==> src/rtl/pmac_pkg.sv <==
package pmac_pkg;

   localparam int INSTR_W  = 32;
   localparam int MODE_LSB = 18;
   localparam int HSEL_LSB = 16;
   localparam int FIX_LSB  = 4;
   localparam int FIX_W    = 8;
   localparam logic [FIX_W-1:0] FIX_VAL = 8'h01;

   typedef enum logic [1:0] {
      MODE_FULL = 2'b00,
      MODE_BAD  = 2'b01,
      MODE_DUAL = 2'b10,
      MODE_SEL  = 2'b11
   } mac_mode_e;

   typedef struct packed {
      logic      legal;
      mac_mode_e mode;
      logic      sel_a_hi;
      logic      sel_b_hi;
   } mac_dec_t;

endpackage

==> src/rtl/pmac_decode.sv <==
module pmac_decode
   import pmac_pkg::*;
(
   input  logic [INSTR_W-1:0] instr,
   output mac_dec_t           dec
);

   logic [1:0]       mode_bits;
   logic [1:0]       hsel_bits;
   logic [FIX_W-1:0] fix_bits;
   logic             fix_ok;
   logic             hsel_zero;
   logic             unused_instr;

   assign mode_bits = instr[MODE_LSB +: 2];
   assign hsel_bits = instr[HSEL_LSB +: 2];
   assign fix_bits  = instr[FIX_LSB +: FIX_W];
   assign unused_instr = ^{instr[INSTR_W-1:MODE_LSB+2], instr[HSEL_LSB-1:FIX_LSB+FIX_W],
                           instr[FIX_LSB-1:0]};

   assign fix_ok    = (fix_bits == FIX_VAL);
   assign hsel_zero = (hsel_bits == 2'b00);

   always_comb begin
      dec.mode     = mac_mode_e'(mode_bits);
      dec.sel_a_hi = hsel_bits[1];
      dec.sel_b_hi = hsel_bits[0];
      unique case (mac_mode_e'(mode_bits))
         MODE_FULL: dec.legal = fix_ok & hsel_zero;
         MODE_DUAL: dec.legal = fix_ok & hsel_zero;
         MODE_SEL:  dec.legal = fix_ok;
         default:   dec.legal = 1'b0;
      endcase
   end

endmodule

==> src/rtl/pmac_full_mult.sv <==
module pmac_full_mult #(
   parameter int OP_W     = 32,
   parameter int ACC_W    = 40,
   parameter int MUL_ARCH = 0
) (
   input  logic [OP_W-1:0]  a,
   input  logic [OP_W-1:0]  b,
   output logic [ACC_W-1:0] prod
);

   localparam int H  = OP_W / 2;
   localparam int PW = 2 * OP_W;

   if (MUL_ARCH == 0) begin : g_direct
      logic signed [PW-1:0] wide;
      assign wide = $signed(a) * $signed(b);
      assign prod = wide[ACC_W-1:0];
   end else begin : g_split
      logic signed [H-1:0]   ah, bh;
      logic        [H-1:0]   al, bl;
      logic signed [2*H-1:0] p_hh;
      logic signed [2*H:0]   p_hl, p_lh;
      logic        [2*H-1:0] p_ll;
      logic        [ACC_W-1:0] w_hh, w_hl, w_lh, w_ll;

      assign ah = $signed(a[OP_W-1:H]);
      assign bh = $signed(b[OP_W-1:H]);
      assign al = a[H-1:0];
      assign bl = b[H-1:0];

      assign p_hh = ah * bh;
      assign p_hl = ah * $signed({1'b0, bl});
      assign p_lh = $signed({1'b0, al}) * bh;
      assign p_ll = al * bl;

      assign w_hh = {{(ACC_W-2*H){p_hh[2*H-1]}}, p_hh};
      assign w_hl = {{(ACC_W-2*H-1){p_hl[2*H]}}, p_hl};
      assign w_lh = {{(ACC_W-2*H-1){p_lh[2*H]}}, p_lh};
      assign w_ll = {{(ACC_W-2*H){1'b0}}, p_ll};

      assign prod = (w_hh << (2*H)) + ((w_hl + w_lh) << H) + w_ll;
   end

endmodule

==> src/rtl/pmac_half_lanes.sv <==
module pmac_half_lanes
   import pmac_pkg::*;
#(
   parameter int HALF_W = 16,
   parameter int ACC_W  = 40
) (
   input  logic [2*HALF_W-1:0] a,
   input  logic [2*HALF_W-1:0] b,
   input  mac_mode_e           mode,
   input  logic                sel_a_hi,
   input  logic                sel_b_hi,
   output logic [ACC_W-1:0]    sum
);

   localparam int PW  = 2 * HALF_W;
   localparam int EXT = ACC_W - PW;
   localparam int LANES = 2;

   logic [ACC_W-1:0] lane_term [LANES];

   for (genvar l = 0; l < LANES; l++) begin : g_lane
      logic [HALF_W-1:0]    xa, xb;
      logic                 lane_on;
      logic signed [PW-1:0] prod;

      always_comb begin
         if (mode == MODE_SEL) begin
            lane_on = (l == 0);
            xa = sel_a_hi ? a[PW-1:HALF_W] : a[HALF_W-1:0];
            xb = sel_b_hi ? b[PW-1:HALF_W] : b[HALF_W-1:0];
         end else begin
            lane_on = 1'b1;
            xa = a[l*HALF_W +: HALF_W];
            xb = b[l*HALF_W +: HALF_W];
         end
      end

      assign prod = $signed(xa) * $signed(xb);
      assign lane_term[l] = lane_on ? {{EXT{prod[PW-1]}}, prod} : '0;
   end

   assign sum = lane_term[0] + lane_term[1];

endmodule

==> src/rtl/pmac_acc.sv <==
module pmac_acc #(
   parameter int ACC_W = 40
) (
   input  logic             clk,
   input  logic             rst,
   input  logic             ld_en,
   input  logic [ACC_W-1:0] ld_data,
   input  logic             add_en,
   input  logic [ACC_W-1:0] add_val,
   output logic [ACC_W-1:0] acc
);

   always_ff @(posedge clk) begin
      if (rst)         acc <= '0;
      else if (ld_en)  acc <= ld_data;
      else if (add_en) acc <= acc + add_val;
   end

endmodule

==> src/rtl/pmac_unit.sv <==
module pmac_unit
   import pmac_pkg::*;
#(
   parameter int OP_W     = 32,
   parameter int ACC_W    = 40,
   parameter int MUL_ARCH = 0
) (
   input  logic               clk,
   input  logic               rst,
   input  logic               op_valid,
   input  logic [INSTR_W-1:0] op_instr,
   input  logic [OP_W-1:0]    op_a,
   input  logic [OP_W-1:0]    op_b,
   input  logic               ld_en,
   input  logic [ACC_W-1:0]   ld_data,
   output logic [OP_W-1:0]    acc_lo,
   output logic [OP_W-1:0]    acc_hi,
   output logic               undef
);

   localparam int HALF_W = OP_W / 2;
   localparam int HI_W   = ACC_W - OP_W;
   localparam int HI_EXT = OP_W - HI_W;

   if (OP_W % 2 != 0 || OP_W < 4) begin : g_bad_op_w
      $error("pmac_unit: OP_W must be even and at least 4");
   end
   if (ACC_W < OP_W + 2 || ACC_W >= 2 * OP_W) begin : g_bad_acc_w
      $error("pmac_unit: ACC_W must lie in [OP_W+2, 2*OP_W-1]");
   end
   if (MUL_ARCH != 0 && MUL_ARCH != 1) begin : g_bad_arch
      $error("pmac_unit: MUL_ARCH must be 0 or 1");
   end

   mac_dec_t         dec;
   logic [ACC_W-1:0] full_term;
   logic [ACC_W-1:0] half_term;
   logic [ACC_W-1:0] add_val;
   logic             add_en;
   logic [ACC_W-1:0] acc;
   logic             undef_q;

   pmac_decode u_dec (
      .instr (op_instr),
      .dec   (dec)
   );

   pmac_full_mult #(.OP_W(OP_W), .ACC_W(ACC_W), .MUL_ARCH(MUL_ARCH)) u_full (
      .a    (op_a),
      .b    (op_b),
      .prod (full_term)
   );

   pmac_half_lanes #(.HALF_W(HALF_W), .ACC_W(ACC_W)) u_half (
      .a        (op_a),
      .b        (op_b),
      .mode     (dec.mode),
      .sel_a_hi (dec.sel_a_hi),
      .sel_b_hi (dec.sel_b_hi),
      .sum      (half_term)
   );

   assign add_val = (dec.mode == MODE_FULL) ? full_term : half_term;
   assign add_en  = op_valid & dec.legal;

   pmac_acc #(.ACC_W(ACC_W)) u_acc (
      .clk     (clk),
      .rst     (rst),
      .ld_en   (ld_en),
      .ld_data (ld_data),
      .add_en  (add_en),
      .add_val (add_val),
      .acc     (acc)
   );

   always_ff @(posedge clk) begin
      if (rst) undef_q <= 1'b0;
      else     undef_q <= op_valid & ~dec.legal;
   end

   assign undef  = undef_q;
   assign acc_lo = acc[OP_W-1:0];
   assign acc_hi = {{HI_EXT{acc[ACC_W-1]}}, acc[ACC_W-1:OP_W]};

endmodule

==> config.mk <==
export PLATFORM = sky130hd
export DESIGN_NAME = pmac_unit
export DESIGN_NICKNAME = d
export VERILOG_FILES = /design/src/rtl/pmac_pkg.sv /design/src/rtl/pmac_decode.sv /design/src/rtl/pmac_full_mult.sv /design/src/rtl/pmac_half_lanes.sv /design/src/rtl/pmac_acc.sv /design/src/rtl/pmac_unit.sv
export SDC_FILE = /design/constraint.sdc
export NUM_CORES = 2
export LEC_CHECK = 0
export ABC_AREA = 1
export ABC_CLOCK_PERIOD_IN_PS = 13890
export BUFFER_PORTS_ARGS = -buffer_cell sky130_fd_sc_hd__clkbuf_2
export CORE_MARGIN = 2
export CORE_UTILIZATION = 30
export DETAILED_ROUTE_END_ITERATION = 6
export GPL_TIMING_DRIVEN = 1
export PLACE_DENSITY = 0.43
export SKIP_CTS_REPAIR_TIMING = 1
export SLEW_MARGIN = 10
export SYNTH_ARGS = -nofsm -noshare
export SYNTH_HDL_FRONTEND = slang
export SYNTH_SLANG_ARGS = --single-unit
==> constraint.sdc <==
create_clock -name clk -period 13.89 [get_ports clk]
set_clock_uncertainty 0.2 [all_clocks]
set_input_delay 1.389 -clock clk [delete_from_list [all_inputs] [get_ports clk]]
set_output_delay 1.389 -clock clk [all_outputs]
set_load 0.05 [all_outputs]
==> run summary <==
outcome - finished, final reports clean
slew margin rel. - 0.168
cell taking the most area after synthesis - fa_1
hold endpoint - u_acc.acc[19]$_SDFFE_PP0P_
slack of the worst reg-to-reg path - 10.72 ns
via count - 42100
fin crit period - 12.50 ns
antenna-violating nets left - 0
crit path capture type - flop
CTS tree - done
DRT Pass-1 Iters - 6
vias per cell - 4.65
register area share after synthesis - 0.0160
slowest cell on the critical path - inv_1
top_reg_cell synth - dfxtp_1
Initial Utilization - 0.302
cts bufs inserted - 5
synthesized cell area - 0.0512 mm2
Overall Global Routing Usage - 0.214
share of layout cells above drive strength 1 - 0.0608
Detailed Route WL - 183 mm
num rows - 151
Die Height - 417 um
Hold Crit Class - reg -> reg
clock root buffer - clkbuf_16
worst-skew pair later-pin latency - 0.30 ns
grt total ovfl - 0
CP startpoint kind - input port
Distinct cells, synth - 68
htree depth - 2
nets@finish - 8543
yosys warns - 0
hold_sp - u_acc.acc[19]$_SDFFE_PP0P_
Post-synth EDFFs - 0
Seq cells post-synth - 41
core footprint - 0.169 mm2
vias in the first global route - 44900
die area - 0.174 mm2
IO Pins - 205
Die Wd - 417 um
1st-iter DRT viols - 2305
period utilization - 0.900
Mapped Nets - 8518
largest net degree at the start of global routing - 46
initial antenna violation count - 32
Hold Path Stages - 2
final setup vio count - 0
Least-Margin Pin Slew - 1.23 ns
setup_tns - 0 ns
Residual DRC - 0
hpwl dp - 157 mm
Synth-to-Final Area Change - 7.15%
Crit path largest cell delay - 0.65 ns
kind of critical path - in -> reg
Mapped Cells - 6812
reg-to-reg critical path startpoint - u_acc.acc[0]$_SDFFE_PP0P_
global-route wire length before repair - 282 mm
top cells by count, synth - 1982 x inv_1, 1779 x nand2_1, 1169 x fa_1, 397 x ha_1, 269 x a21oi_1
CP Max Fanout - 26
Setup crit start - op_instr[18]
clk slew on worst S/H paths - 0.07 ns
Syn Area/Cell - 7.52 um2
WL/cell - 20.1 um
R2R cell count - 13
RSZ-0062 raised after global routing - no
maximum clock insertion buffer count - 2
Slew Limit Fails - 0
Fmax - 80.0 MHz
CP required - 13.83 ns
Final Hold Vio Count - 0
most frequent cell after synthesis - inv_1
r2r endpoint - u_acc.acc[24]$_SDFFE_PP0P_
port bufs - 184
post-synthesis async set-or-reset flop share - 0
routability cong. - 0.921
CTS Sinks - 41
Synth top area share - 0.457
Worst Path Arrival - 12.45 ns
main area contributors after synthesis - fa_1 46%, inv_1 15%, nand2_1 13%
Max-Cap Viols - 0
==> sequential cells by signal, indices dropped and copies added, names as in the netlist <==
name / cells
undef: 1
u_acc.acc: 40
==> critical path: cells and delay by family <==
family                     cells  cell delay, ns
buffers and inverters          8            1.49
and+or+nand+nor               11            1.62
xor gates and xnor gates       1            0.38
AOI/OAI and AO/OA             15            3.27
adders and majority gates      9            4.28
==> per-layer routing <==
layer	part of all wire	global-route usage
met1	0.43	0.282
met2	0.50	0.378
met3	0.036	0.0119
met4	0.032	0.0606
met5	0.00025	0
==> cell usage in the layout (no fill, tap or decap), types with 59 or more instances in the layout <==
cell and n:
buf_4 137, nand2_1 1778, o21ai_0 148, nor2_1 166, fa_1 1169, inv_1 1982, clkbuf_2 184, a21oi_1 269
nand3_1 114, ha_1 397, xor2_1 59
==> through the flow <==
step                hold WS [ns]  utilization  setup WS (ns)  instances  area (um2)
CTS                        0.304        0.324           1.26       9056       54900
detailed placement         0.294        0.323          0.974       9048       54700
floorplan                  0.504            -           3.36       6812       51200
global placement           0.292        0.323           1.15       9048       54700
global route               0.332        0.324          0.444       9064       54900
finish                     0.302        0.324           1.39       9065       54900
==> cell type report <==
| type | instances | area [um2] |
|---|---|---|
| Sequential cell | 41 | 821 |
| Multi-Input combinational cell | 4479 | 41700 |
| Tap cell | 2218 | 2780 |
| Inverter | 1989 | 7470 |
| Timing Repair Buffer | 321 | 1950 |
| Fill cell | 18300 | 115000 |
| Antenna cell | 9 | 22.5 |
| Clock inverter | 3 | 68.8 |
| Clock buffer | 5 | 125 |
==> cell families after synthesis <==
logic type               Yosys count  share of synthesized area
adder cells (fa/ha/maj)         1566                      0.554
flip-flops                        41                     0.0160
buffers and inverters           2292                      0.171
multiplexers                       5                    0.00100
AO/OA/AOI/OAI                    640                     0.0736
AND/OR/NAND/NOR                 2159                      0.166
XOR/XNOR                         109                     0.0186
==> worst max-delay path by stage <==
stage                            endpoint  depth (start not counted)
2_1_floorplan  u_acc.acc[37]$_SDFFE_PP0P_                         49
3_3_place_gp   u_acc.acc[38]$_SDFFE_PP0P_                         46
3_5_place_dp   u_acc.acc[38]$_SDFFE_PP0P_                         44
4_1_cts        u_acc.acc[38]$_SDFFE_PP0P_                         44
5_1_grt        u_acc.acc[37]$_SDFFE_PP0P_                         45
6_report       u_acc.acc[38]$_SDFFE_PP0P_                         44
Power is not shown: default switching activity piles up to over one toggle a cycle in this logic, so the estimate is an artifact.
